==> src/rtl/cvi_pkg.sv <==
package cvi_pkg;

    localparam int BYTE_W = 8;
    localparam int CH_W   = 2;
    localparam int CNT_W  = $clog2(BYTE_W + 1);

    typedef struct packed {
        logic            out_en;
        logic [1:0]      in_mode;
        logic            auto_inc;
        logic [CH_W-1:0] chan;
    } ctrl_t;

    typedef enum logic [2:0] {
        S_IDLE,
        S_ADDR,
        S_ADDR_ACK,
        S_WR_BYTE,
        S_WR_ACK,
        S_RD_BYTE,
        S_RD_ACK,
        S_IGNORE
    } bus_st_t;

    // number of usable channels for each input mode
    function automatic logic [CH_W:0] chan_count(input logic [1:0] mode);
        case (mode)
            2'd0:    chan_count = 3'd4;
            2'd1:    chan_count = 3'd3;
            2'd2:    chan_count = 3'd3;
            default: chan_count = 3'd2;
        endcase
    endfunction

    function automatic logic [CH_W-1:0] chan_next(input logic [CH_W-1:0] ch,
                                                  input logic [1:0]      mode);
        logic [CH_W:0] inc;
        inc = {1'b0, ch} + 1'b1;
        chan_next = (inc >= chan_count(mode)) ? '0 : inc[CH_W-1:0];
    endfunction

    function automatic ctrl_t ctrl_decode(input logic [BYTE_W-1:0] b);
        ctrl_t c;
        c.out_en   = b[6];
        c.in_mode  = b[5:4];
        c.auto_inc = b[2];
        c.chan     = b[1:0];
        return c;
    endfunction

endpackage

==> src/rtl/cvi_bus_sync.sv <==
module cvi_bus_sync #(
    parameter int STAGES = 2
) (
    input  logic clk,
    input  logic rst,
    input  logic scl_in,
    input  logic sda_in,
    output logic scl_rise,
    output logic scl_fall,
    output logic sda_s,
    output logic start_ev,
    output logic stop_ev
);
    logic [1:0] chain [STAGES];
    logic       scl_p, sda_p, scl_s;

    genvar g;
    generate
        for (g = 0; g < STAGES; g++) begin : g_stage
            if (g == 0) begin : g_first
                always_ff @(posedge clk) begin
                    if (rst) chain[g] <= 2'b11;
                    else     chain[g] <= {scl_in, sda_in};
                end
            end else begin : g_next
                always_ff @(posedge clk) begin
                    if (rst) chain[g] <= 2'b11;
                    else     chain[g] <= chain[g-1];
                end
            end
        end
    endgenerate

    assign scl_s = chain[STAGES-1][1];
    assign sda_s = chain[STAGES-1][0];

    always_ff @(posedge clk) begin
        if (rst) begin
            scl_p <= 1'b1;
            sda_p <= 1'b1;
        end else begin
            scl_p <= scl_s;
            sda_p <= sda_s;
        end
    end

    assign scl_rise = scl_s & ~scl_p;
    assign scl_fall = ~scl_s & scl_p;
    assign start_ev = scl_s & scl_p & sda_p & ~sda_s;
    assign stop_ev  = scl_s & scl_p & ~sda_p & sda_s;

endmodule

==> src/rtl/cvi_link_fsm.sv <==
module cvi_link_fsm
    import cvi_pkg::*;
(
    input  logic              clk,
    input  logic              rst,
    input  logic              scl_rise,
    input  logic              scl_fall,
    input  logic              sda_s,
    input  logic              start_ev,
    input  logic              stop_ev,
    input  logic [6:0]        dev_addr,
    input  logic              conv_valid,
    input  logic [BYTE_W-1:0] conv_data,
    output logic              sda_oe,
    output logic              wr_stb,
    output logic              wr_is_ctrl,
    output logic [BYTE_W-1:0] wr_byte,
    output logic              rd_req
);
    localparam logic [CNT_W-1:0] LAST_BIT = CNT_W'(BYTE_W);

    bus_st_t           st;
    logic [CNT_W-1:0]  bitcnt;
    logic [BYTE_W-1:0] shreg, txreg, rdbuf, fresh;
    logic              rw, seen_ctrl, m_acked;

    // result arriving in the load cycle takes precedence over the buffer
    assign fresh = conv_valid ? conv_data : rdbuf;

    always_ff @(posedge clk) begin
        if (rst) begin
            st         <= S_IDLE;
            bitcnt     <= '0;
            shreg      <= '0;
            txreg      <= '0;
            rdbuf      <= '0;
            sda_oe     <= 1'b0;
            rw         <= 1'b0;
            seen_ctrl  <= 1'b0;
            m_acked    <= 1'b0;
            rd_req     <= 1'b0;
            wr_stb     <= 1'b0;
            wr_is_ctrl <= 1'b0;
            wr_byte    <= '0;
        end else begin
            rd_req <= 1'b0;
            wr_stb <= 1'b0;
            if (conv_valid) rdbuf <= conv_data;
            if (start_ev) begin
                st        <= S_ADDR;
                bitcnt    <= '0;
                sda_oe    <= 1'b0;
                seen_ctrl <= 1'b0;
                m_acked   <= 1'b0;
            end else if (stop_ev) begin
                st     <= S_IDLE;
                sda_oe <= 1'b0;
            end else begin
                case (st)
                    S_ADDR: begin
                        if (scl_rise) begin
                            shreg  <= {shreg[BYTE_W-2:0], sda_s};
                            bitcnt <= bitcnt + 1'b1;
                        end else if (scl_fall && bitcnt == LAST_BIT) begin
                            if (shreg[7:1] == dev_addr) begin
                                st     <= S_ADDR_ACK;
                                sda_oe <= 1'b1;
                                rw     <= shreg[0];
                                rd_req <= shreg[0];
                            end else begin
                                st <= S_IGNORE;
                            end
                        end
                    end
                    S_ADDR_ACK: begin
                        if (scl_fall) begin
                            if (rw) begin
                                txreg  <= fresh;
                                sda_oe <= ~fresh[BYTE_W-1];
                                bitcnt <= CNT_W'(1);
                                st     <= S_RD_BYTE;
                            end else begin
                                sda_oe <= 1'b0;
                                bitcnt <= '0;
                                st     <= S_WR_BYTE;
                            end
                        end
                    end
                    S_WR_BYTE: begin
                        if (scl_rise) begin
                            shreg  <= {shreg[BYTE_W-2:0], sda_s};
                            bitcnt <= bitcnt + 1'b1;
                        end else if (scl_fall && bitcnt == LAST_BIT) begin
                            sda_oe     <= 1'b1;
                            st         <= S_WR_ACK;
                            wr_stb     <= 1'b1;
                            wr_is_ctrl <= ~seen_ctrl;
                            wr_byte    <= shreg;
                            seen_ctrl  <= 1'b1;
                        end
                    end
                    S_WR_ACK: begin
                        if (scl_fall) begin
                            sda_oe <= 1'b0;
                            bitcnt <= '0;
                            st     <= S_WR_BYTE;
                        end
                    end
                    S_RD_BYTE: begin
                        if (scl_fall) begin
                            if (bitcnt == LAST_BIT) begin
                                sda_oe <= 1'b0;
                                st     <= S_RD_ACK;
                            end else begin
                                sda_oe <= ~txreg[BYTE_W-2];
                                txreg  <= {txreg[BYTE_W-2:0], 1'b0};
                                bitcnt <= bitcnt + 1'b1;
                            end
                        end
                    end
                    S_RD_ACK: begin
                        if (scl_rise) begin
                            if (!sda_s) begin
                                rd_req  <= 1'b1;
                                m_acked <= 1'b1;
                            end else begin
                                st <= S_IGNORE;
                            end
                        end else if (scl_fall && m_acked) begin
                            txreg   <= fresh;
                            sda_oe  <= ~fresh[BYTE_W-1];
                            bitcnt  <= CNT_W'(1);
                            m_acked <= 1'b0;
                            st      <= S_RD_BYTE;
                        end
                    end
                    default: ;
                endcase
            end
        end
    end

    p_ack_ninth_r2: assert property (@(posedge clk) disable iff (rst)
        (st == S_WR_ACK) |-> sda_oe);

    p_quiet_ignore_r7: assert property (@(posedge clk) disable iff (rst)
        (st == S_IGNORE) |-> !sda_oe);

    p_req_pulse_r5: assert property (@(posedge clk) disable iff (rst)
        rd_req |=> !rd_req);

    p_req_in_read_r5: assert property (@(posedge clk) disable iff (rst)
        rd_req |-> rw);

    p_restart_addr_r8: assert property (@(posedge clk) disable iff (rst)
        start_ev |=> (st == S_ADDR && !sda_oe));

endmodule

==> src/rtl/cvi_regs.sv <==
module cvi_regs
    import cvi_pkg::*;
(
    input  logic              clk,
    input  logic              rst,
    input  logic              wr_stb,
    input  logic              wr_is_ctrl,
    input  logic [BYTE_W-1:0] wr_byte,
    input  logic              adv,
    output ctrl_t             ctrl_q,
    output logic [BYTE_W-1:0] dac_q
);
    always_ff @(posedge clk) begin
        if (rst) begin
            ctrl_q <= '0;
            dac_q  <= '0;
        end else begin
            if (wr_stb) begin
                if (wr_is_ctrl) ctrl_q <= ctrl_decode(wr_byte);
                else            dac_q  <= wr_byte;
            end else if (adv && ctrl_q.auto_inc) begin
                ctrl_q.chan <= chan_next(ctrl_q.chan, ctrl_q.in_mode);
            end
        end
    end

    p_dac_hold_r4: assert property (@(posedge clk) disable iff (rst)
        !(wr_stb && !wr_is_ctrl) |=> $stable(dac_q));

    p_chan_fixed_r6: assert property (@(posedge clk) disable iff (rst)
        (!wr_stb && !(adv && ctrl_q.auto_inc)) |=> $stable(ctrl_q));

endmodule

==> src/rtl/cvi_i2c_conv_if.sv <==
module cvi_i2c_conv_if
    import cvi_pkg::*;
#(
    parameter logic [3:0] ADDR_HI     = 4'b1001,
    parameter int         SYNC_STAGES = 2
) (
    input  logic              clk,
    input  logic              rst,
    input  logic              scl_in,
    input  logic              sda_in,
    output logic              sda_oe,
    input  logic [2:0]        addr_pins,
    output logic              ctrl_out_en,
    output logic [1:0]        ctrl_in_mode,
    output logic              ctrl_auto_inc,
    output logic [CH_W-1:0]   ctrl_chan,
    output logic [BYTE_W-1:0] dac_data,
    output logic              conv_req,
    output logic [CH_W-1:0]   conv_chan,
    input  logic              conv_valid,
    input  logic [BYTE_W-1:0] conv_data
);
    logic              scl_rise, scl_fall, sda_s, start_ev, stop_ev;
    logic              wr_stb, wr_is_ctrl, rd_req;
    logic [BYTE_W-1:0] wr_byte;
    ctrl_t             ctrl_q;

    cvi_bus_sync #(.STAGES(SYNC_STAGES)) u_sync (
        .clk      (clk),
        .rst      (rst),
        .scl_in   (scl_in),
        .sda_in   (sda_in),
        .scl_rise (scl_rise),
        .scl_fall (scl_fall),
        .sda_s    (sda_s),
        .start_ev (start_ev),
        .stop_ev  (stop_ev)
    );

    cvi_link_fsm u_fsm (
        .clk        (clk),
        .rst        (rst),
        .scl_rise   (scl_rise),
        .scl_fall   (scl_fall),
        .sda_s      (sda_s),
        .start_ev   (start_ev),
        .stop_ev    (stop_ev),
        .dev_addr   ({ADDR_HI, addr_pins}),
        .conv_valid (conv_valid),
        .conv_data  (conv_data),
        .sda_oe     (sda_oe),
        .wr_stb     (wr_stb),
        .wr_is_ctrl (wr_is_ctrl),
        .wr_byte    (wr_byte),
        .rd_req     (rd_req)
    );

    cvi_regs u_regs (
        .clk        (clk),
        .rst        (rst),
        .wr_stb     (wr_stb),
        .wr_is_ctrl (wr_is_ctrl),
        .wr_byte    (wr_byte),
        .adv        (rd_req),
        .ctrl_q     (ctrl_q),
        .dac_q      (dac_data)
    );

    assign ctrl_out_en   = ctrl_q.out_en;
    assign ctrl_in_mode  = ctrl_q.in_mode;
    assign ctrl_auto_inc = ctrl_q.auto_inc;
    assign ctrl_chan     = ctrl_q.chan;
    assign conv_req      = rd_req;
    assign conv_chan     = ctrl_q.chan;

    p_sda_free_idle_r11: assert property (@(posedge clk) disable iff (rst)
        stop_ev |=> !sda_oe);

endmodule

==> config.mk <==
export PLATFORM = sky130hd
export DESIGN_NAME = cvi_i2c_conv_if
export DESIGN_NICKNAME = d
export VERILOG_FILES = /design/src/rtl/cvi_pkg.sv /design/src/rtl/cvi_bus_sync.sv /design/src/rtl/cvi_link_fsm.sv /design/src/rtl/cvi_regs.sv /design/src/rtl/cvi_i2c_conv_if.sv
export SDC_FILE = /design/constraint.sdc
export NUM_CORES = 1
export LEC_CHECK = 0
export ABC_AREA = 1
export CAP_MARGIN = 20
export CELL_PAD_IN_SITES_DETAIL_PLACEMENT = 1
export CELL_PAD_IN_SITES_GLOBAL_PLACEMENT = 2
export CORE_MARGIN = 8
export CORE_UTILIZATION = 31
export DETAILED_ROUTE_END_ITERATION = 12
export PLACE_DENSITY = 0.76
export SYNTH_ARGS = -nofsm -noshare
export SYNTH_HDL_FRONTEND = slang
export SYNTH_SLANG_ARGS = --single-unit
==> constraint.sdc <==
create_clock -name clk -period 1.95 [get_ports clk]
set_input_delay 0.39 -clock clk [delete_from_list [all_inputs] [get_ports clk]]
set_output_delay 0.39 -clock clk [all_outputs]
set_load 0.02 [all_outputs]
Word-level counts from Yosys, hierarchy flattened
Memory sizes are Yosys's and may differ from the RTL's.
Index checks and enable logic that the tools add are counted.

word-level totals
  word-level logic and storage cells = 181
  register bits after elaboration = 61
  input bits = 16
  memory bits (writable) = 4
  memories = 1
  output and inout port bits = 18

operators by class
  magnitude comparators = 1
  bitwise gates (word level) = 21
  mux-type cells = 69
  reductions and logical operators = 28
  add/sub/neg operators = 2
  equality and inequality tests = 38

memory list
  name          words  bits a word  read ports  clocked after memory_dff  wr ports  RTL line            text
  u_sync.chain  2      2            2           0                         2         cvi_bus_sync.sv:14  logic [1:0] chain [STAGES];

operator list
  cell                number
  $mux 3              16
  $mux 7              6
  $reduce_and 11->1   3
  $mux 4              7
  $mux 1              27
  $ne 4x3->1 const B  6
  $pmux 7 s3          1
  $ne 2x1->1 const B  10
  $pmux 4 s5          1
  $pmux 3 s6          1
  $reduce_and 9->1    2
  $mux 2              6
  $ne 2x2->1 const B  6
  $not 1->1           12
  $reduce_and 4->1    3
  $ne 5x4->1 const B  2
  $eq 3x3->1 const B  3
  $mux 8              1
  $ne 4x4->1 const B  2
  $reduce_bool 8->1   1
  $and 1x1->1         7
  $eq 7x7->1          1
  $eq 3x2->1 const B  2
  $ne 3x2->1 const B  2
  23 further kinds    31

Logic depth before layout (Yosys ltp)
Gate-level depths: netlist of run 1.

  depth after elaboration = 10
  depth in mapped cells = 13
  mapped depth without buffers = 13

Cells and area by module
Synthesis of run 1 repeated with hierarchy kept, for this count alone.

unflattened totals
  cell total of the unflattened synthesis = 504
  area, all modules = 3474.6 µm²

by module, submodules not included
  module           instances  sequential area each (µm²)  cells an instance  area an instance (µm²)
  cvi_link_fsm     1          900.9                       389                2581.2
  cvi_regs         1          280.3                       87                 673.1
  cvi_bus_sync     1          120.1                       24                 197.7
  cvi_i2c_conv_if  1          0.0                         4                  22.5

Worst setup path before layout of run 1
No wires, ideal clock.

  path kind = register -> register
  start = register u_regs.ctrl_q[3] (netlist name)
  end = register u_regs.ctrl_q[0] (netlist name)
  cell stages (with the launch flop) = 10
  path buffers = 0
  period minus slack after synthesis = 1.730 ns
  library setup time = 0.058 ns
  arrival = 1.671 ns
  path slack = 0.220 ns
  required time = 1.892 ns
  cells stage by stage = dfxtp_1 > inv_1 > ha_1 > ha_1 > o21ai_0 > nand2_1 > a21oi_1 > nand3_1 > o21ai_0 > o21a_1

between the ends
  cells in the longest elaborated chain, start to end = 10
  elaborated cells between the ends (all ways) = 12
  those cells by class = order compare: 1; eq/ne: 2; mux: 7; reduce/logical: 2

ends and longest elaborated chain
  what                                             RTL line        text
  $eq 2x1->1 / $eq 2x2->1 (equally long branches)  cvi_pkg.sv:27   case (mode)
  $reduce_or 2->1 (no line)                        --
  $pmux 3 s2 *                                     cvi_pkg.sv:27
  $mux 3 *                                         cvi_regs.sv:21  end else if (adv && ctrl_q.auto_inc) begin
  $mux 3 *                                         cvi_regs.sv:18  if (wr_stb) begin
  $mux 3 *                                         cvi_regs.sv:14  if (rst) begin
  $ge 3x3->1 *                                     cvi_pkg.sv:39   chan_next = (inc >= chan_count(mode)) ? '0 : inc[CH_W-1:0];
  $mux 2 *                                         cvi_pkg.sv:39
  $mux 2 *                                         cvi_regs.sv:21
  $mux 2 *                                         cvi_regs.sv:18

Mark *: on every way between the ends. The rest lies on a longest branch, timed or not. The select of a mux whose other input is x is not followed.
A chain may end at the register's enable or synchronous reset.

Final worst setup path of run 1
  start = register u_regs.ctrl_q[0] (netlist name)
  end = output conv_chan[0]

RTL lines
  what              RTL line               text
  end: declaration  cvi_i2c_conv_if.sv:19  output logic [CH_W-1:0] conv_chan,

No word-level cell between the ends.

==> reports/metrics.yaml, run 1 <==
p_per_area_mw_per_mm2: 1003
path_class: "reg -> out"
crit_fanout: 5
slowest_stage: "clkdlybuf4s50_1"
dr_total_vias: 2850
place_area_mm2: 0.003632
hold_start: "u_sync.chain[0][1]$_SDFF_PP1_"
ios: 34
syn_to_final_growth_pct: 23.80
postSynthCellCount: 435
syn_nets: 459
initial_core_util: 0.3165
post_cts_buffers: 0
worstPathArrival_ns: 1.38
ys_seq_area_frac: 0.4245
drt-pass1-iter-count: 4
wirelength_um: 8331
hold_end: "u_sync.chain[1][1]$_SDFF_PP1_"
tightest_slew_ns: 0.4607
total_power_mw: 3.806
ys.flop_type: "dfxtp_1"
post-route-util: 0.3919
syn_avg_cell_area_um2: 7.047
ys_types: 34
hold_violations: 0
grt_overflow: 0
synthTopCellsByCount: "nand2_1 (81), dfxtp_1 (65), nor2_1 (57), inv_1 (50), o21ai_0 (49)"
max_stage_delay_ns: 0.64
synth-warning-count: 0
cts_hold_buf: 0
gp_congestion: 0.8530
ys_async_sr_fraction: 0
r2r-start: "u_fsm.st[0]$_SDFFE_PP0P_"
port_buffers: 33
grt_usage: 0.1336
cp_top_family: "buffers and inverters"
clk_latency_ns: 0.34
hold_class: "reg -> reg"
setup_tns_ns: 0
finalSetupViolCount: 0
r2r_cells: 9
h-tree-depth: 3
synth_top_cell_by_area: "dfxtp_1"
tritoncts: "yes"
finalCriticalPeriod_ns: 1.765
hold_depth: 1
antenna_found_initial: 0
rr_endpoint: "u_fsm.txreg[6]$_SDFFE_PP0P_"
synth-edff-count: 0
fillers: 1234
core_mm2: 0.009684
num_antenna_cells: 0
pre_cts_ws_ns: 0.1604
drt_iter0_drc: 82
ys_ff_latch: 65
ant_nets: 0
synth_area_leaders: "dfxtp_1 (42%), nand2_1 (9.9%), o21ai_0 (8.0%), nor2_1 (7.0%), a21oi_1 (6.9%)"
worst_ep_required_time_ns: 1.56
worst_slack_ns: 0.1848
die_area_mm2: 0.01333
rows: 36
status: "finished clean"
syn_area_mm2: 0.003065
drv_cap: 0
cts.sinks: 65
leakage_nw: 1.655
drive_above_1_share: 0.1155
wl_per_cell_um: 13.48
synthDominantCellAreaShare: 0.4245
grt_pass1_wl_um: 14110
finClkSkew_ns: 0.01199
grt_pass1_vias: 2929
worstPathCellList: "clkdlybuf4s50_1"
clkTransAtPathRegs_ns: 0.07
cts_buffers: 9
slew_headroom: 0.6916
post_cts_resized: 0
drv_slew: 0
rrSetupSlack_ns: 0.21
period_share: 0.9053
synth_most_common_cell: "nand2_1"
cts.path.max_buffers: 2
grtUsageMet3: 0.03231
finalInstanceArea_mm2: 0.003795
top_usage_layer: "met2"
fp.dieH_um: 115.4
grt_util_met1: 0.1647
viasPerCell: 4.612
die_w_um: 115.4
max_freq_ghz: 0.5665
rsz0062_at_grt: "false"
nNetsFinal: 504
worstSetupEndpointType: "primary output"
crit_buf_inv: 1
clock-root-buffer: "clkbuf_8"
vdd.ir_drop.worst_uv: 480.0
post-dp-hpwl_um: 6533
grt_max_degree: 21
use_met2: 0.2248
cp-start-kind: "flip-flop"
drc: 0
[worst register-to-register path: stages (launching register included)]
cell	delay, ns
dfxtp_1	0.53
inv_2	0.12
nor2_2	0.16
nand2_1	0.16
a21oi_1	0.15
nor2_1	0.06
nand2_2	0.17
inv_2	0.10
nor2_1	0.11
nor2_1	0.06
[state kept, by name (all words and copies together), names as in the netlist, 3 cells and up]
register       flops
u_fsm.st           3
u_fsm.rdbuf        8
u_sync.chain       4
u_regs.dac_q       8
u_regs.ctrl_q      6
u_fsm.wr_byte      8
u_fsm.shreg        8
u_fsm.txreg        7
u_fsm.bitcnt       4
[through the flow]
stage	hold slack, ns	cells
6_report	0.4174	618
5_1_grt	0.4398	618
4_1_cts	0.4258	618
3_5_place_dp	0.3953	602
3_3_place_gp	0.3998	602
2_1_floorplan	0.3895	435
[worst max-delay path by stage]
stage                                                to                          start  slack (ns)  cells after the start
after floorplan           u_regs.ctrl_q[0]$_SDFFE_PP0P_  u_regs.ctrl_q[3]$_SDFFE_PP0P_        0.22                      9
after global placement        u_fsm.sda_oe$_SDFFE_PP0P_                   addr_pins[0]        0.18                     10
after detailed placement      u_fsm.sda_oe$_SDFFE_PP0P_                   addr_pins[0]        0.16                     10
after CTS                 u_regs.ctrl_q[1]$_SDFFE_PP0P_  u_regs.ctrl_q[3]$_SDFFE_PP0P_        0.15                      9
after global routing           u_fsm.st[2]$_SDFFE_PP0P_   u_fsm.bitcnt[0]$_SDFFE_PP0P_        0.04                     11
final                                      conv_chan[0]  u_regs.ctrl_q[0]$_SDFFE_PP0P_        0.18                      1
[placed cells by master, fill, tap and decap left out, drive strengths merged]
cell type | netlist | routed
o21ai | 49 | 49
clkbuf | 10 | 10
clkdlybuf4s50 | 0 | 33
a31oi | 1 | 1
or2 | 5 | 5
clkinv | 1 | 5
nand3 | 22 | 22
a21oi | 42 | 42
inv | 56 | 56
nor2 | 61 | 61
buf | 5 | 16
o211ai | 2 | 2
ha | 8 | 8
o221ai | 1 | 1
xor2 | 2 | 2
nand3b | 1 | 1
clkinvlp | 0 | 2
a211oi | 2 | 2
nand4 | 3 | 3
a22oi | 1 | 1
dfxtp | 65 | 65
mux2i | 1 | 1
nand2 | 86 | 86
nor3 | 6 | 6
o21a | 3 | 3
nor3b | 2 | 2
[per-layer routing]
metal / wire length [µm] / part of all wire
met2: 3964 / 0.48
met5: 0 / 0
met1: 4000 / 0.48
met3: 273 / 0.033
met4: 92 / 0.011
[layout make-up]
class	instances	area, µm²	area share
flip-flops and latches	65	1301	0.3429
well taps	133	166.4	0.04385
repair buffers	49	475.5	0.1253
clock buffers	10	127.6	0.03363
inverters	57	214.0	0.05638
multi-input cells	298	1475	0.3887
clock inverters	6	35.03	0.009232
[cells by family after synthesis]
kind of cell | Yosys count | share of synthesized area
AOI/OAI and AO/OA | 101 | 0.1731
xor gates and xnor gates | 2 | 0.005715
adders and majority gates | 8 | 0.03265
buffers and inverters | 72 | 0.09428
DFF | 65 | 0.4245
muxes | 1 | 0.003265
and+or+nand+nor | 186 | 0.2665
[power breakdown]
part	switching, mW	total [mW]	internal [mW]
Clock	0.540	0.992	0.452
Sequential	0.105	1.55	1.45
Combinational	0.809	1.26	0.451
Power figures use the tool's default switching activity.
==> inputs of run 2 (changes only) <==
Settings changed: CAP_MARGIN 20 to 10.
==> results of run 2 <==
Final layout, timing and power as in run 1 (identical DEF).
==> inputs of run 3 (changes only) <==
Settings changed: ABC_CLOCK_PERIOD_IN_PS set to 1950.
==> results of run 3 <==
Final layout, timing and power as in run 1 (identical DEF).
